## src/rtl/pm_sleep_pkg.sv

```systemverilog
package pm_sleep_pkg;

    localparam int TYP_W     = 3;
    localparam int TYP_LSB   = 10;
    localparam int TRIG_BIT  = 13;
    localparam int REL_BIT   = 2;
    localparam int ROUTE_BIT = 0;
    localparam int CTRL_W    = 16;
    localparam int BUS_W     = 32;

    typedef enum logic [2:0] {
        ST_ON,
        ST_STOPCLK,
        ST_SUSP_RAM,
        ST_SUSP_DISK,
        ST_SOFT_OFF
    } slp_state_e;

    // Decodes a sleep type into its target state; on and reserved codes map to ST_ON.
    function automatic slp_state_e typ_to_state(input logic [TYP_W-1:0] t);
        slp_state_e s;
        case (t)
            3'b001:  s = ST_STOPCLK;
            3'b101:  s = ST_SUSP_RAM;
            3'b110:  s = ST_SUSP_DISK;
            3'b111:  s = ST_SOFT_OFF;
            default: s = ST_ON;
        endcase
        return s;
    endfunction

endpackage

```

## src/rtl/pm_ctrl_regs.sv

```systemverilog
module pm_ctrl_regs
    import pm_sleep_pkg::*;
#(
    parameter int ADDR_W = 4,
    parameter logic [ADDR_W-1:0] REG_ADDR = 1
) (
    input  logic                clk,
    input  logic                rst_n,
    input  logic [ADDR_W-1:0]   bus_addr,
    input  logic                bus_wr,
    input  logic [BUS_W-1:0]    bus_wdata,
    output logic [BUS_W-1:0]    bus_rdata,
    output logic                trig,
    output logic [TYP_W-1:0]    trig_typ,
    output logic                route_sci,
    output logic                fw_release
);

    logic             hit;
    logic             wr_hit;
    logic [TYP_W-1:0] typ_q;
    logic             route_q;
    logic [CTRL_W-1:0] ctrl_view;
    logic             wdata_unused;

    assign hit      = (bus_addr == REG_ADDR);
    assign wr_hit   = bus_wr && hit;
    assign trig     = wr_hit && bus_wdata[TRIG_BIT];
    assign trig_typ = bus_wdata[TYP_LSB +: TYP_W];
    assign wdata_unused = ^{bus_wdata[BUS_W-1:TRIG_BIT+1], bus_wdata[TYP_LSB-1:REL_BIT+1],
                            bus_wdata[REL_BIT-1:ROUTE_BIT+1]};

    always_ff @(posedge clk or negedge rst_n) begin
        if (!rst_n) begin
            typ_q      <= '0;
            route_q    <= 1'b0;
            fw_release <= 1'b0;
        end else begin
            fw_release <= wr_hit && bus_wdata[REL_BIT];
            if (wr_hit) begin
                typ_q   <= bus_wdata[TYP_LSB +: TYP_W];
                route_q <= bus_wdata[ROUTE_BIT];
            end
        end
    end

    always_comb begin
        ctrl_view                       = '0;
        ctrl_view[TYP_LSB +: TYP_W]     = typ_q;
        ctrl_view[ROUTE_BIT]            = route_q;
        bus_rdata                       = hit ? {{(BUS_W-CTRL_W){1'b0}}, ctrl_view} : '0;
    end

    assign route_sci = route_q;

endmodule

```

## src/rtl/pm_sleep_fsm.sv

```systemverilog
module pm_sleep_fsm
    import pm_sleep_pkg::*;
(
    input  logic             clk,
    input  logic             rst_n,
    input  logic             trig,
    input  logic [TYP_W-1:0] trig_typ,
    input  logic             wake_in,
    output logic             stpclk_n,
    output logic             slp_s1_n,
    output logic             slp_s3_n,
    output logic             slp_s5_n
);

    slp_state_e cur, nxt;

    always_ff @(posedge clk or negedge rst_n) begin
        if (!rst_n) cur <= ST_ON;
        else        cur <= nxt;
    end

    // ENTER from ST_ON on a valid trigger, WAKE from any sleep state, otherwise HOLD.
    always_comb begin
        nxt = cur;
        unique case (cur)
            ST_ON: begin
                if (trig && (typ_to_state(trig_typ) != ST_ON))
                    nxt = typ_to_state(trig_typ);
            end
            ST_STOPCLK, ST_SUSP_RAM, ST_SUSP_DISK, ST_SOFT_OFF: begin
                if (wake_in) nxt = ST_ON;
            end
            default: nxt = ST_ON;
        endcase
    end

    always_comb begin
        stpclk_n = 1'b1;
        slp_s1_n = 1'b1;
        slp_s3_n = 1'b1;
        slp_s5_n = 1'b1;
        unique case (cur)
            ST_ON: ;
            ST_STOPCLK: stpclk_n = 1'b0;
            ST_SUSP_RAM: begin
                slp_s1_n = 1'b0;
                slp_s3_n = 1'b0;
            end
            ST_SUSP_DISK, ST_SOFT_OFF: begin
                slp_s1_n = 1'b0;
                slp_s3_n = 1'b0;
                slp_s5_n = 1'b0;
            end
            default: ;
        endcase
    end

endmodule

```

## src/rtl/pm_event_route.sv

```systemverilog
module pm_event_route #(
    parameter int EVT_W = 1
) (
    input  logic             route_sci,
    input  logic [EVT_W-1:0] pm_event,
    output logic [EVT_W-1:0] sci_out,
    output logic [EVT_W-1:0] smi_out
);

    for (genvar g = 0; g < EVT_W; g++) begin : g_lane
        assign sci_out[g] = pm_event[g] &  route_sci;
        assign smi_out[g] = pm_event[g] & ~route_sci;
    end

endmodule

```

## src/rtl/pm_sleep_ctrl.sv

```systemverilog
module pm_sleep_ctrl
    import pm_sleep_pkg::*;
#(
    parameter int ADDR_W = 4,
    parameter logic [ADDR_W-1:0] REG_ADDR = 1,
    parameter int EVT_W = 1
) (
    input  logic              clk,
    input  logic              rst_n,
    input  logic [ADDR_W-1:0] bus_addr,
    input  logic              bus_wr,
    input  logic [31:0]       bus_wdata,
    output logic [31:0]       bus_rdata,
    input  logic              wake_in,
    input  logic [EVT_W-1:0]  pm_event,
    output logic [EVT_W-1:0]  sci_out,
    output logic [EVT_W-1:0]  smi_out,
    output logic              stpclk_n,
    output logic              slp_s1_n,
    output logic              slp_s3_n,
    output logic              slp_s5_n,
    output logic              fw_release
);

    logic             trig;
    logic [TYP_W-1:0] trig_typ;
    logic             route_sci;

    pm_ctrl_regs #(.ADDR_W(ADDR_W), .REG_ADDR(REG_ADDR)) u_regs (
        .clk        (clk),
        .rst_n      (rst_n),
        .bus_addr   (bus_addr),
        .bus_wr     (bus_wr),
        .bus_wdata  (bus_wdata),
        .bus_rdata  (bus_rdata),
        .trig       (trig),
        .trig_typ   (trig_typ),
        .route_sci  (route_sci),
        .fw_release (fw_release)
    );

    pm_sleep_fsm u_fsm (
        .clk      (clk),
        .rst_n    (rst_n),
        .trig     (trig),
        .trig_typ (trig_typ),
        .wake_in  (wake_in),
        .stpclk_n (stpclk_n),
        .slp_s1_n (slp_s1_n),
        .slp_s3_n (slp_s3_n),
        .slp_s5_n (slp_s5_n)
    );

    pm_event_route #(.EVT_W(EVT_W)) u_route (
        .route_sci (route_sci),
        .pm_event  (pm_event),
        .sci_out   (sci_out),
        .smi_out   (smi_out)
    );

endmodule

```

## config.mk

```make
export PLATFORM = sky130hd
export DESIGN_NAME = pm_sleep_ctrl
export DESIGN_NICKNAME = d
export VERILOG_FILES = /design/src/rtl/pm_sleep_pkg.sv /design/src/rtl/pm_ctrl_regs.sv /design/src/rtl/pm_sleep_fsm.sv /design/src/rtl/pm_event_route.sv /design/src/rtl/pm_sleep_ctrl.sv
export SDC_FILE = /design/constraint.sdc
export NUM_CORES = 1
export LEC_CHECK = 0
export CAP_MARGIN = 20
export CORE_AREA = 2 2 39 41
export DETAILED_ROUTE_END_ITERATION = 12
export DIE_AREA = 0 0 41 43
export DONT_BUFFER_PORTS = 1
export GPL_TIMING_DRIVEN = 0
export PLACE_DENSITY_LB_ADDON = 0.12
export SKIP_LAST_GASP = 1
export SYNTH_ARGS = -nofsm -noshare
export SYNTH_HDL_FRONTEND = slang
export SYNTH_HIERARCHICAL = 1
export SYNTH_SLANG_ARGS = --single-unit
```

## constraint.sdc

```tcl
create_clock -name clk -period 1.37 [get_ports clk]
set_clock_uncertainty 0.1 [all_clocks]
set_input_delay 0 -clock clk [delete_from_list [all_inputs] [get_ports clk]]
set_output_delay 0 -clock clk [all_outputs]
set_load 0.005 [all_outputs]
```

## Word-level counts from Yosys, hierarchy flattened

Index checks and enable logic that the tools add are counted.
W data, S select, Z words.

- Eq/ne operators: 11
- Mux-type cells: 9
- Bitwise logic cells: 3
- Reductions and logical operators: 10

Operators by type and width:

| cell | count |
|---|---|
| $mux W13 | 1 |
| $eq A3 B3 Y1 const B | 4 |
| $pmux W3 S4 | 1 |
| $mux W3 | 3 |
| $eq A3 B1 Y1 const B | 2 |
| $eq A3 B2 Y1 const B | 2 |
| $pmux W3 S2 | 1 |
| $eq A4 B1 Y1 const B | 1 |
| $logic_and A1 B1 Y1 | 4 |
| $reduce_or A4 Y1 | 1 |
| $logic_not A3 Y1 | 1 |
| $mux W1 | 3 |
| $reduce_bool A3 Y1 | 1 |
| $reduce_or A3 Y1 | 1 |
| $and A1 B1 Y1 | 2 |
| $ne A2 B1 Y1 const B | 1 |
| $ne A2 B2 Y1 const B | 1 |
| $reduce_and A2 Y1 | 1 |
| $reduce_or A2 Y1 | 1 |
| $not A1 Y1 | 1 |

- Bits in registers: 8
- Output and inout port bits: 39
- Word-level logic and storage cells: 37

## Depth between registers and ports, before layout

Gate-level depths: netlist of run 1.

- Word-level depth: 7
- Gate-level depth with buffers: 5
- Mapped depth without buffers: 5

## Cells and area by module

The synthesis of run 1 kept the hierarchy.

Modules (own cells, without submodules):

| module | times used | cells an instance | area an instance (sq um) | sequential area each (sq um) |
|---|---|---|---|---|
| pm_ctrl_regs | 1 | 49 | 501.7 | 125.1 |
| pm_sleep_fsm | 1 | 22 | 203.9 | 75.1 |
| pm_event_route | 1 | 2 | 16.3 | 0.0 |

## Least setup slack after synthesis of run 1

No wires, ideal clock.

- Path type: input -> register
- From: input port bus_addr[1]
- To: register u_fsm.cur[2]
- Library setup time: 0.080 ns
- Arrival: 1.062 ns
- Data required time: 1.190 ns
- Setup slack: 0.128 ns
- Stages: 5
- Cell sequence: nor4b_4 and3_2 nand4_1 mux2_2 nor3_2

- Longest elaborated chain between the ends: 6

Ends and longest elaborated chain:

| element | line | RTL |
|---|---|---|
| start, declared | pm_sleep_ctrl.sv:10 | `input logic [ADDR_W-1:0] bus_addr,` |
| $eq A4 B1 Y1 | pm_ctrl_regs.sv:26 | `assign hit = (bus_addr == REG_ADDR);` |
| $logic_and A1 B1 Y1 | pm_ctrl_regs.sv:27 | `assign wr_hit = bus_wr && hit;` |
| $logic_and A1 B1 Y1 | pm_ctrl_regs.sv:28 | `assign trig = wr_hit && bus_wdata[TRIG_BIT];` |
| via trig | pm_sleep_ctrl.sv:25 | `logic trig;` |
| $logic_and A1 B1 Y1 | pm_sleep_fsm.sv:27 | `if (trig && (typ_to_state(trig_typ) != ST_ON))` |
| $ne A2 B1 Y1 (no source line) | - |  |
| $reduce_and A2 Y1 (no source line) | - |  |
| end signal, assigned | pm_sleep_fsm.sv:19 | `else cur <= nxt;` |
| end, declared | pm_sleep_fsm.sv:15 | `slp_state_e cur, nxt;` |

The timed path passes the listed nets, and every way through them passes these cells.
A chain may end at the register's enable or synchronous reset.

## Worst setup path in the final report of run 1

- From: input port bus_wr
- To: register u_regs.fw_release

- Longest elaborated chain between the ends: 2

Ends and longest elaborated chain:

| element | line | RTL |
|---|---|---|
| start, declared | pm_sleep_ctrl.sv:11 | `input logic bus_wr,` |
| $logic_and A1 B1 Y1 | pm_ctrl_regs.sv:27 |  |
| $logic_and A1 B1 Y1 | pm_ctrl_regs.sv:39 | `fw_release <= wr_hit && bus_wdata[REL_BIT];` |
| end signal, assigned | pm_ctrl_regs.sv:39 |  |
| end, declared | pm_ctrl_regs.sv:16 | `output logic fw_release` |

Every way passes these cells.

==> results_dict.tcl, run 1 <==
set metrics [dict create \
    area.sequential_sq_um 200.2 \
    period_share_pct 95.06 \
    drt-pass1-iter-count 2 \
    grt.total_usage_pct 16.04 \
    h-tree-depth 1 \
    route.layer.met1.wl_um 439 \
    grt_start_max_net_pins 9 \
    power.leakage_uw 0.0005522 \
    crit_path_max_incr_delay_ns 0.60 \
    yosysSeqAreaShare_pct 27.73 \
    die_area_sq_mm 0.001763 \
    wire_per_inst_um 10.11 \
    cp.arrival_ns 1.33 \
    whs_endpoint "u_regs/typ_q[0]" \
    end_kind "flop" \
    hold_depth 3 \
    finalHoldViolations 4 \
    synth-seq-cells 8 \
    syn_to_final_growth_pct 33.28 \
    setup_viol 0 \
    gp_congestion 0.7026 \
    synthesis.area_sq_um 721.9 \
    grt-ovfl-total 0 \
    r2r_cells 3 \
    insertion_delay_ns 0.26 \
    cts-root-buf "clkbuf_4" \
    die-height_um 43 \
    dr.first_iter.drc_count 1 \
    status "finished with violations" \
    slew_viol_final 0 \
    start_kind "primary input" \
    path_class "in2reg" \
    cp_slowest_cell "dlygate4sd3_1" \
    drt-total-wl_mm 1.294 \
    clk_pin_slew_ns 0.06 \
    ant_nets 0 \
    drc 0 \
    finalCriticalPeriod_ns 1.302 \
    worstHoldStart "bus_addr[1]" \
    rrSetupSlack_ns 0.25 \
    stdcell_count 128 \
    vias 512 \
    place_inst 116 \
    diodes 0 \
    avgSynthCellArea_sq_um 9.890 \
    clock_sinks 8 \
    violations "hold timing" \
    wl_met3_um 144 \
    hp-class "in2reg" \
    r2r_start "u_fsm/cur[1]" \
    drive_above_1_share_pct 47.32 \
    async_reset_ff_share_pct 100.0 \
    max-clock-path-buffers 2 \
    io_buffers 0 \
    rows 14 \
    cap_violations 0 \
    vdd_drop_max_mv 0.5187 \
    setup_tns_ns 0 \
    grt_antenna_before_repair 0 \
    core-area_sq_mm 0.001384 \
    cts_hold_buf 9 \
    synthCells 73 \
    worstPathRequired_ns 1.40 \
    max_freq_mhz 767.9 \
    io_pins 80 \
    cts_setup_buffers 0 \
    nFillCells 126 \
    route.met2.wl_um 683 \
    vias_per_cell 4.000 \
    cts_inserted_buffers 3 \
    crit_top_cell "dlygate4sd3_1" \
    initial_core_util_pct 52.17 \
    crit_chain "dlygate4sd3_1, and3_2, dlygate4sd3_1" \
    top_layer_used "met4" \
    whs_ns -0.03053 \
    rsz0062_at_grt "false" \
    p_per_area_mw_per_mm2 678.0 \
    multi_input_area_sq_um 385.4 \
    cts_tree "yes" \
    synth-edff-count 0 \
    nets 155 \
    synth_flop_cell "dfrtp_1" \
    ys_warn_count 6 \
    ys_types 23 \
    grt_pass1_vias 450 \
    worst-path-max-fanout 3 \
    die_w_um 41 \
    reg2reg_to "u_fsm/cur[1]" \
    grt_pass1_wl_mm 1.800 \
]
==> power by group <==
group	total [uW]	internal (uW)	leakage (uW)	switching (uW)
registers	282	265	0.000105	17.2
clock network	183	100	0.0000138	82.3
logic	188	125	0.000434	63.0
==> metal layers <==
layer / global-route usage, % / vias up
li1: - / 262
met3: 7.330 / 4
met4: 8.000 / 0
met5: 0 / -
met1: 16.00 / 218
met2: 26.25 / 28
==> critical path, delay by kind of cell <==
kind | cells | cell delay [ns]
buffers and inverters | 2 | 1.14
AND/OR/NAND/NOR | 1 | 0.19
==> flip-flops by register name (all words and copies together), names as in the netlist <==
name               flops
u_fsm/cur              3
u_regs/typ_q           3
u_regs/fw_release      1
u_regs/route_sci       1
==> final cells by class <==
class	instances	share of cell area, %
well taps	16	2.081
plain buffers	32	24.97
clock buffers	3	2.341
repair buffers	9	9.363
flip-flops and latches	8	20.81
multi-input cells	59	40.05
inverters	1	0.3901
==> cells by family (layout without fill, tap and decap cells) <==
family,Yosys count,after routing,synth area share [%]
AND/OR/NAND/NOR,20,20,21.49
multiplexers,6,6,11.27
AO/OA/AOI/OAI,4,4,3.986
flip-flops,8,8,27.73
buffers and inverters,33,45,33.79
other,1,28,0.5194
XOR/XNOR,1,1,1.213
==> layout by cell type, fill, tap and decap left out, drive strengths merged <==
cell / synthesis / layout
a22oi: 1 / 1
nor3: 1 / 1
a21oi: 1 / 1
and2b: 1 / 1
nor2b: 2 / 2
and3: 2 / 2
nor4b: 1 / 1
inv: 1 / 1
and2: 5 / 5
xor2: 1 / 1
dfrtp: 8 / 8
nand2: 3 / 3
nand4: 2 / 2
nand2b: 2 / 2
mux2: 5 / 5
mux2i: 1 / 1
o22ai: 1 / 1
a32o: 1 / 1
clkbuf: 0 / 3
nor2: 1 / 1
dlygate4sd3: 0 / 9
buf: 32 / 32
conb: 1 / 28
==> Yosys cell counts, drive strengths merged, types with 2 or more instances <==
cell type	instances	area, sq um
and3	2	15.01
nor2b	2	12.51
nand4	2	12.51
and2	5	37.54
mux2	5	71.32
nand2	3	18.77
nand2b	2	12.51
dfrtp	8	200.2
buf	32	240.2
==> how the worst max path moves through the flow <==
stage / startpoint / end / cells past startpoint
after floorplan: bus_addr[1] / u_fsm/cur[2] / 5
after global placement: bus_addr[1] / u_fsm/cur[2] / 5
after detailed placement: bus_addr[1] / u_fsm/cur[2] / 5
after CTS: u_fsm/cur[1] / slp_s3_n / 3
after global routing: u_fsm/cur[1] / slp_s3_n / 3
final: bus_wr / u_regs/fw_release / 3
==> timing repair <==
action	4_1_cts	5_1_grt
setup endpoints to repair	1	1
resized for setup	1	1
hold endpoints to repair	16	4
==> through the flow <==
stage / power (uW) / setup slack, ns / hold WS, ns / cell area, sq um / util [%]
2_1_floorplan: 431.2 / 0.1278 / -0.3956 / 823.3 / -
5_1_grt: 696.6 / 0.006982 / -0.02653 / 962.2 / 69.53
6_report: 652.3 / 0.06772 / -0.03053 / 962.2 / 69.53
4_1_cts: 652.4 / 0.06224 / -0.02785 / 958.4 / 69.26
3_5_place_dp: 443.6 / 0.005601 / -0.3954 / 843.3 / 60.94
3_3_place_gp: 440.7 / 0.02448 / -0.3954 / 843.3 / 60.94
No activity file was read; power rests on OpenSTA's default activity.
==> run 2: changes to the inputs <==
CORE_AREA = not set   (was 2 2 39 41)
CORE_MARGIN = 2   (was not set)
CORE_UTILIZATION = 50   (was not set)
DIE_AREA = not set   (was 0 0 41 43)
==> results_dict.tcl, run 2 (synthesis results as in run 1) <==
set metrics [dict create \
    dp_hpwl_um 934.9 \
    die_w_um 42 \
    hp-class "in2reg" \
    setup_tns_ns 0 \
    worstPathRequired_ns 1.40 \
    h-tree-depth 1 \
    cts_tree "yes" \
    ant_nets 0 \
    gp_congestion 0.7069 \
    grt_pass1_vias 506 \
    rsz0062_at_grt "false" \
    vias 501 \
    pre_cts_ws_ns -0.008810 \
    finalHoldViolations 4 \
    die-height_um 42 \
    nets 155 \
    period_share_pct 95.75 \
    io_pins 80 \
    power.leakage_uw 0.0005517 \
    whs_ns -0.02138 \
    r2r_start "u_fsm/cur[2]" \
    vias_per_cell 3.945 \
    syn_to_final_growth_pct 33.45 \
    drt-pass1-iter-count 3 \
    cap_violations 0 \
    io_buffers 0 \
    cts-root-buf "clkbuf_4" \
    p_per_area_mw_per_mm2 675.6 \
    violations "hold timing" \
    start_kind "primary input" \
    setup_viol 0 \
    drc 0 \
    grt.total_usage_pct 15.59 \
    core-area_sq_mm 0.001318 \
    cts_hold_buf 9 \
    diodes 0 \
    path_class "in2reg" \
    wire_per_inst_um 9.724 \
    vdd_drop_max_mv 0.5667 \
    dr.first_iter.drc_count 3 \
    grt_pass1_wl_mm 2.145 \
    slew_viol_final 0 \
    cts_inserted_buffers 3 \
    cp.arrival_ns 1.34 \
    max_freq_mhz 762.3 \
    max-clock-path-buffers 2 \
    worst-path-max-fanout 3 \
    drive_above_1_share_pct 47.32 \
    grt-ovfl-total 0 \
    final_common_cell "buf_4" \
    clk_pin_slew_ns 0.05 \
    insertion_delay_ns 0.25 \
    clock_sinks 8 \
    grt_antenna_before_repair 0 \
    die_area_sq_mm 0.001764 \
    drt-total-wl_mm 1.235 \
    worstHoldStart "bus_addr[1]" \
    setup_ws_ns 0.05817 \
    status "finished with violations" \
    initial_core_util_pct 54.80 \
    grt_start_max_net_pins 9 \
    finalCriticalPeriod_ns 1.312 \
    mostFrequentLayoutCells "32 x buf_4, 28 x conb_1, 9 x dlygate4sd3_1" \
    rows 13 \
    end_kind "flop" \
    largestRegisters "u_fsm/cur (3), u_regs/typ_q (3)" \
    startpoint "bus_wr" \
]
## run 2: cell counts in the layout (fill, tap and decap cells not counted)
No cell type changed its count.
## run 2: report_power, final
group	internal [uW]	switching, uW
Sequential	265	19.2
Combinational	124	62.3
Clock	100	79.6
## run 2: area by class of cell
class / count / area, sq um
sequential: 8 / 201.4
multi-input combinational: 59 / 386.6
inverter: 1 / 3.754
tap: 15 / 18.77
fill: 102 / 354.1
timing repair buffer: 9 / 90.09
buffer: 32 / 240.2
clock buffer: 3 / 22.52
## run 2: worst paths after layout
kind,slack [ns],end,depth (start not counted)
worst min-delay path,-0.02,u_regs/route_sci,3
min in group asynchronous,0.51,u_regs/typ_q[0],2
worst min register to register,0.41,u_fsm/cur[2],1
worst max-delay path,0.06,u_regs/fw_release,3
worst max register to register,0.28,u_fsm/cur[2],2
max in group asynchronous,0.40,u_fsm/cur[1],2
## run 2: per-stage QoR
| stage | cell area, sq um | total power, uW | hold slack (ns) | util, % | std cells |
|---|---|---|---|---|---|
| global placement | 842.1 | 440.6 | -0.3954 | 63.91 | 115 |
| floorplan | 823.3 | 431.2 | -0.3956 | - | 100 |
| global route | 963.4 | 698.8 | -0.02161 | 73.12 | 127 |
| detailed placement | 842.1 | 443.5 | -0.3954 | 63.91 | 115 |
| finish | 963.4 | 650.9 | -0.02138 | 73.12 | 127 |
| CTS | 957.2 | 651.0 | -0.02619 | 72.65 | 127 |
## run 2: critical path, cell delays in order
cell	delay, ns
dlygate4sd3_1	0.60
and3_2	0.20
dlygate4sd3_1	0.55
## run 2: layer usage
layer,vias to the layer above,part of all wire (%),track usage (%)
met4,0,0.65,5.806
li1,260,-,-
met3,2,12,4.310
met2,31,51,27.19
met5,-,0,0
met1,208,37,17.96
## run 2: repair_timing
item,CTS,global route
gates cloned,0,0
setup buffers,0,0
hold endpoints to repair,16,4
setup endpoints to repair,1,1
gates resized for setup,1,2
